<file path="src/rtl/ocu_pkg.sv">
package ocu_pkg;

    typedef struct packed {
        logic set_req;
        logic ack_clr;
        logic sw_clr;
    } flag_evt_t;

    typedef enum logic [1:0] {
        FL_HOLD  = 2'd0,
        FL_SET   = 2'd1,
        FL_CLEAR = 2'd2
    } flag_act_t;

    // Setting wins over any clear arriving on the same edge.
    function automatic flag_act_t resolve_flag(flag_evt_t e);
        if (e.set_req)
            return FL_SET;
        else if (e.ack_clr || e.sw_clr)
            return FL_CLEAR;
        else
            return FL_HOLD;
    endfunction

endpackage

</file>
<file path="src/rtl/ocu_cmp_reg.sv">
module ocu_cmp_reg #(
    parameter int W = 16
) (
    input  logic         clk,
    input  logic         rst,
    input  logic         wr_en,
    input  logic [W-1:0] wr_data,
    input  logic [W-1:0] count,
    output logic [W-1:0] cmp_q,
    output logic         match
);

    always_ff @(posedge clk) begin
        if (rst)
            cmp_q <= '0;
        else if (wr_en)
            cmp_q <= wr_data;
    end

    assign match = (count == cmp_q);

    p_cmp_load_r1: assert property (@(posedge clk) disable iff (rst)
        wr_en |=> (cmp_q == $past(wr_data)))
        else $error("compare register load failed");

    p_cmp_hold_r1: assert property (@(posedge clk) disable iff (rst)
        !wr_en |=> $stable(cmp_q))
        else $error("compare register changed without write");

endmodule

</file>
<file path="src/rtl/ocu_flag.sv">
module ocu_flag
    import ocu_pkg::*;
(
    input  logic clk,
    input  logic rst,
    input  logic tick,
    input  logic match,
    input  logic irq_ack,
    input  logic flag_wr,
    input  logic flag_wr_data,
    input  logic irq_en,
    output logic flag,
    output logic irq
);

    flag_evt_t evt;
    flag_act_t act;

    always_comb begin
        evt.set_req = tick & match;
        evt.ack_clr = irq_ack;
        evt.sw_clr  = flag_wr & flag_wr_data;
        act         = resolve_flag(evt);
    end

    always_ff @(posedge clk) begin
        if (rst)
            flag <= 1'b0;
        else begin
            case (act)
                FL_SET:   flag <= 1'b1;
                FL_CLEAR: flag <= 1'b0;
                default:  flag <= flag;
            endcase
        end
    end

    assign irq = flag & irq_en;

    p_flag_set_r2: assert property (@(posedge clk) disable iff (rst)
        (tick && match) |=> flag)
        else $error("flag not set after ticking match");

    p_no_untimed_set_r2: assert property (@(posedge clk) disable iff (rst)
        (!flag && !(tick && match)) |=> !flag)
        else $error("flag set without ticking match");

    p_ack_clear_r4: assert property (@(posedge clk) disable iff (rst)
        (irq_ack && !(tick && match)) |=> !flag)
        else $error("acknowledge did not clear flag");

    p_w1c_r5: assert property (@(posedge clk) disable iff (rst)
        (flag_wr && flag_wr_data && !(tick && match)) |=> !flag)
        else $error("write-one did not clear flag");

    p_set_wins_r6: assert property (@(posedge clk) disable iff (rst)
        (tick && match && (irq_ack || flag_wr)) |=> flag)
        else $error("clear overrode simultaneous set");

endmodule

</file>
<file path="src/rtl/ocu_limits.sv">
module ocu_limits #(
    parameter int W           = 16,
    parameter bit TOP_CAPABLE = 1'b1
) (
    input  logic [W-1:0] count,
    input  logic [W-1:0] cmp_q,
    input  logic         top_sel,
    output logic [W-1:0] top_value,
    output logic         at_top,
    output logic         at_bottom
);

    localparam logic [W-1:0] FULL_SCALE = {W{1'b1}};

    logic use_cmp;
    assign use_cmp   = TOP_CAPABLE & top_sel;
    assign top_value = use_cmp ? cmp_q : FULL_SCALE;
    assign at_top    = (count == top_value);
    assign at_bottom = (count == '0);

    always_comb begin
        if (!top_sel)
            a_full_scale_r7: assert (top_value == FULL_SCALE)
                else $error("limit not full scale when unselected");
    end

endmodule

</file>
<file path="src/rtl/ocu_unit.sv">
module ocu_unit #(
    parameter int W           = 16,
    parameter bit TOP_CAPABLE = 1'b1
) (
    input  logic         clk,
    input  logic         rst,
    input  logic         tick,
    input  logic [W-1:0] count,
    input  logic         cmp_wr_en,
    input  logic [W-1:0] cmp_wr_data,
    input  logic         irq_en,
    input  logic         irq_ack,
    input  logic         flag_wr,
    input  logic         flag_wr_data,
    input  logic         top_sel,
    output logic         match,
    output logic [W-1:0] cmp_value,
    output logic         flag,
    output logic         irq,
    output logic [W-1:0] top_value,
    output logic         at_top,
    output logic         at_bottom
);

    ocu_cmp_reg #(.W(W)) u_cmp (
        .clk     (clk),
        .rst     (rst),
        .wr_en   (cmp_wr_en),
        .wr_data (cmp_wr_data),
        .count   (count),
        .cmp_q   (cmp_value),
        .match   (match)
    );

    ocu_flag u_flag (
        .clk          (clk),
        .rst          (rst),
        .tick         (tick),
        .match        (match),
        .irq_ack      (irq_ack),
        .flag_wr      (flag_wr),
        .flag_wr_data (flag_wr_data),
        .irq_en       (irq_en),
        .flag         (flag),
        .irq          (irq)
    );

    ocu_limits #(.W(W), .TOP_CAPABLE(TOP_CAPABLE)) u_lim (
        .count     (count),
        .cmp_q     (cmp_value),
        .top_sel   (top_sel),
        .top_value (top_value),
        .at_top    (at_top),
        .at_bottom (at_bottom)
    );

    p_irq_gate_r3: assert property (@(posedge clk) disable iff (rst)
        irq |-> (flag && irq_en))
        else $error("irq without enabled flag");

    p_reset_r8: assert property (@(posedge clk)
        rst |=> (!flag && cmp_value == '0))
        else $error("reset state wrong");

endmodule

</file>
<file path="config.mk">
export PLATFORM = sky130hd
export DESIGN_NAME = ocu_unit
export DESIGN_NICKNAME = d
export VERILOG_FILES = /design/src/rtl/ocu_pkg.sv /design/src/rtl/ocu_cmp_reg.sv /design/src/rtl/ocu_flag.sv /design/src/rtl/ocu_limits.sv /design/src/rtl/ocu_unit.sv
export SDC_FILE = /design/constraint.sdc
export NUM_CORES = 1
export LEC_CHECK = 0
export ABC_AREA = 0
export CORE_AREA = 5 5 61 63
export CTS_BUF_LIST = sky130_fd_sc_hd__clkbuf_8
export DETAILED_ROUTE_END_ITERATION = 8
export DIE_AREA = 0 0 66 68
export PLACE_DENSITY = 0.84
export SLEW_MARGIN = 30
export SYNTH_ARGS = -nofsm -noshare
export SYNTH_HDL_FRONTEND = slang
export SYNTH_SLANG_ARGS = --single-unit
</file>
<file path="constraint.sdc">
create_clock -name clk -period 3.6 [get_ports clk]
set_clock_uncertainty 0.1 [all_clocks]
set_input_delay 0.72 -clock clk [delete_from_list [all_inputs] [get_ports clk]]
set_output_delay 0.72 -clock clk [all_outputs]
set_load 0.005 [all_outputs]
</file>
; ---- Word-level counts from Yosys, hierarchy flattened
; Cells that the tools add are included.
[totals]
output_inout_bits = 37
input_bits = 41
reg_bits = 17
[op_classes]
n_mux = 4
n_eq_ne = 4
bitwise_logic = 3
n_reduce_logical = 3
[ops]
columns = cell, n
row1 = $eq A16 B16 Y1, 2
row2 = $logic_not A16 Y1, 1
row3 = $mux W16, 1
row4 = $mux W2, 2
row5 = $and A1 B1 Y1, 3
row6 = $eq A2 B1 Y1 const B, 1
row7 = $eq A2 B2 Y1 const B, 1
row8 = $pmux W1 S2, 1
row9 = $reduce_bool A2 Y1, 1
row10 = $logic_or A1 B1 Y1, 1

; ---- Longest topological paths before layout
[logic_depth]
depth_word = 6
mapped_depth = 5
ltp_nobuf = 4

; ---- Cells and area by module
; Synthesis repeated with hierarchy kept, for this count alone.
[unflattened]
cells_unflattened = 159
hier_area_um2 = 1331.3
[by_module_without_submodules]
columns = module, seq_area_each_um2, area_per_inst_um2, instances, cells_per_inst
row1 = ocu_cmp_reg, 320.3, 749.5, 1, 73
row2 = ocu_limits, 0.0, 535.5, 1, 80
row3 = ocu_flag, 20.0, 46.3, 1, 6

; ---- Least setup slack after synthesis
; OpenSTA, ideal clock, no wires.
[synth_path]
path_kind = input port to output port
start = in count[9]
end = out at_top
slack_ns = 1.141
arrival_ns = 1.639
stages = 4
required_time_ns = 2.780
path_buffers = 0
cell_sequence = xor2_1 > a2111oi_1 > a21oi_1 > a2111oi_2
[synth_between]
elab_chain_len = 1
[synth_rtl]
columns = element, line_no
row1 = from (decl), ocu_unit.sv:8  ; input logic [W-1:0] count,
row2 = $eq A16 B16 Y1, ocu_limits.sv:18  ; assign at_top = (count == top_value);
row3 = to (decl), ocu_unit.sv:21  ; output logic at_top,
; Every way passes these cells.

; ---- Worst setup path after layout
[layout_path]
start = in count[11]
end = out match
[layout_between]
elab_chain_len = 1
[layout_rtl]
columns = element, line_no
row1 = $eq A16 B16 Y1, ocu_cmp_reg.sv:20  ; assign match = (count == cmp_q);
row2 = to (decl), ocu_unit.sv:16  ; output logic match,
; Every way passes these cells.

==> impl_results.rst <==
.. list-table::
   :header-rows: 1

   * - Metric
     - Value
   * - F_max
     - 286 MHz
   * - Areal power density over the cells
     - 255 nW/µm²
   * - Slew Limit Headroom
     - 53.8%
   * - Vias in the first global route
     - 1313
   * - H-tree levels
     - 1
   * - RSZ-0062 raised after global routing
     - no
   * - Critical Path End Type
     - output pin
   * - Cell Area, Synth
     - 1140 µm²
   * - Antenna cells
     - 0
   * - Synth cell count leaders
     - 19 x nand2b_1, 18 x nor2_1, 17 x dfxtp_1
   * - TritonCTS Buffers
     - 3
   * - Half-perimeter wire length of the detailed placement result
     - 2.97 mm
   * - Most area-consuming cells after synthesis
     - dfxtp_1 30%, mux2i_1 14%, nand2b_1 10%
   * - Wire length of the first global-routing pass
     - 5.80 mm
   * - Count of unresolved DRC violations after routing
     - 0
   * - Yosys warns
     - 0
   * - Clock input transition at the sequential cells of the worst setup and hold paths
     - 70 ps
   * - Post-Syn Nets
     - 176
   * - Max_cap viols
     - 0
   * - Startpoint type of the worst setup path
     - input pin
   * - Register area
     - 340 µm²
   * - Final GP Congestion
     - 0.923
   * - Crit Path Class
     - in2out
   * - Count of clock tree sinks
     - 17
   * - Via count of the routed design
     - 1331
   * - Flip-flop and latch count after synthesis
     - 17
   * - Primary flip-flop cell chosen by synthesis mapping
     - dfxtp_1
   * - Most repeated cell in the gate-level netlist after synthesis
     - nand2b_1
   * - Placement row count
     - 21
   * - Post-DR vias/cell
     - 4.89
   * - Tightest Hold Check Type
     - reg2reg
   * - Number of synthesized flops with an enable pin
     - 0
   * - Run status
     - finished clean
   * - Wire length per cell after detailed routing
     - 13.8 µm
   * - Fillcell total
     - 291
   * - Number of distinct library cells after synthesis
     - 35
   * - Initial Util
     - 35.9%
   * - Area of the core
     - 3180 µm²
   * - Area fraction of the dominant cell type after synthesis
     - 29.9%
   * - Final setup fails
     - 0
   * - Asr flop ratio synth
     - 0%
   * - Hold buffer count at cts
     - 0
   * - CP required
     - 2780 ps
   * - Worst-skew pair later-pin latency
     - 250 ps
   * - Count of nets left with antenna violations after detail routing
     - 0
   * - Die Area
     - 4490 µm²
   * - Clk Tree Root Cell
     - clkbuf_8
   * - Period utilization
     - 97.2%
   * - I/O Pins
     - 78
   * - Lkg Pwr
     - 0.906 nW
   * - Maximum net fanout on the critical path
     - 4
   * - Ratio of cells with drive above 1 in the final layout
     - 10.2%
   * - Detailed-router iteration count before antenna repair
     - 4
   * - CTS tree
     - built
   * - Proportion of synthesized chip area in sequential cells
     - 29.9%
   * - Die Ht
     - 68 µm
   * - Total Wirelength
     - 3.76 mm
   * - Slew at the pin closest to its max-slew limit
     - 691 ps
   * - Count of mapped cells out of synthesis
     - 135
   * - Area of combinational cells with multiple inputs
     - 746 µm²
   * - Final critical delay including setup and external delays
     - 3500 ps
   * - Aggregate global routing overflow
     - 0
   * - DR iter-0 viols
     - 67
   * - Clock tree buffer depth
     - 2
   * - Final layout net count
     - 268
   * - Largest net degree at the start of global routing
     - 19
   * - Number of placed instances with taps included
     - 267
   * - Initial antenna violation count
     - 0
   * - Final hold violation count
     - 0
   * - Final std cells w/o fill
     - 272
   * - Final Power
     - 538 µW
   * - Combined global-route utilization of all metal layers
     - 16.7%
   * - Area overhead of the layout relative to synthesis
     - 84.9%
   * - Slew Limit Fails
     - 0
   * - Cell taking the most area after synthesis
     - dfxtp_1
   * - Mapped Avg Cell Area
     - 8.44 µm²
   * - Buffers added on ports
     - 77
   * - Die Wd
     - 66 µm
   * - IR Drop Worst-Case VDD
     - 237 µV
   * - CP arrival
     - 2680 ps
[per-stage QoR]
step,setup WS (ps),TNS (ps),instance area (µm²),hold slack (ps),util [%]
2_1_floorplan,1140,0,1140,350,-
3_3_place_gp,-35.8,-35.8,2050,354,64.6
5_1_grt,16.0,0,2110,404,66.3
4_1_cts,14.1,0,2100,370,66.0
3_5_place_dp,-54.2,-54.2,2050,359,64.6
6_report,99.4,0,2110,362,66.3
[final timing paths]
kind                  startpoint     endpoint  slack, ps  cells after the start
setup / recovery       count[11]        match        100                      8
hold / removal       u_flag.flag  u_flag.flag        360                      2
setup reg to reg  u_cmp.cmp_q[9]  u_flag.flag       2080                      5
hold reg to reg      u_flag.flag  u_flag.flag        360                      2
[cell type report]
class	instances	share of cell area (%)
Sequential cell	17	16.2
Multi-Input combinational cell	105	35.4
Clock inverter	1	0.178
Inverter	7	1.25
Timing Repair Buffer	93	42.3
Clock buffer	3	1.96
Tap cell	46	2.73
[cells in the final DEF (no fill, tap or decap), types with 2 or more instances in the layout]
| cell | count |
|---|---|
| xor2_1 | 9 |
| nand4_1 | 3 |
| o31a_1 | 2 |
| clkbuf_8 | 3 |
| a2111oi_2 | 2 |
| mux2i_1 | 16 |
| nor3_1 | 2 |
| nor2_1 | 18 |
| and3_1 | 2 |
| nor4bb_1 | 2 |
| nor4_1 | 6 |
| dfxtp_1 | 17 |
| nand3_1 | 3 |
| nand2b_1 | 19 |
| buf_4 | 16 |
| inv_1 | 8 |
| nor2b_1 | 4 |
| clkdlybuf4s50_1 | 75 |
[report_power, final]
part | leakage, nW | switching [mW] | internal [mW]
Sequential | 0.140 | 0.0145 | 0.199
Clock | 0.0269 | 0.0649 | 0.0757
Combinational | 0.739 | 0.0638 | 0.120
[layer usage]
layer,vias up,wire length [µm],global-route usage (%)
met5,-,0,0
met4,0,82,7.87
met3,11,321,5.58
met2,56,1770,27.7
met1,599,1580,19.5
li1,665,-,-
[cells by family (layout without fill, tap and decap cells)]
logic type / count (synthesis) / after routing / synth area share, %
muxes: 16 / 16 / 14.1
DFF: 17 / 17 / 29.9
buffers and inverters: 13 / 104 / 4.72
AOI/OAI and AO/OA: 14 / 14 / 11.2
xor gates and xnor gates: 10 / 10 / 7.68
and+or+nand+nor: 65 / 65 / 32.5
[worst max-delay path, stage by stage]
cell             delay (ps)
clkdlybuf4s50_1         540
inv_1                    50
a222oi_1                400
buf_4                   180
buf_4                   100
nand3_1                  60
nor2_1                  120
clkdlybuf4s50_1         520
[registers in the layout, summed over array words and instances (netlist names)]
| signal | flops |
|---|---|
| u_cmp.cmp_q | 16 |
| u_flag.flag | 1 |
[repair_timing]
action / CTS / global route
resized for setup: 1 / 1
endpoints found under the setup margin: 1 / 1
pin swaps: 0 / 1
setup buffers: 0 / 1
Power figures use the tool's default switching activity.
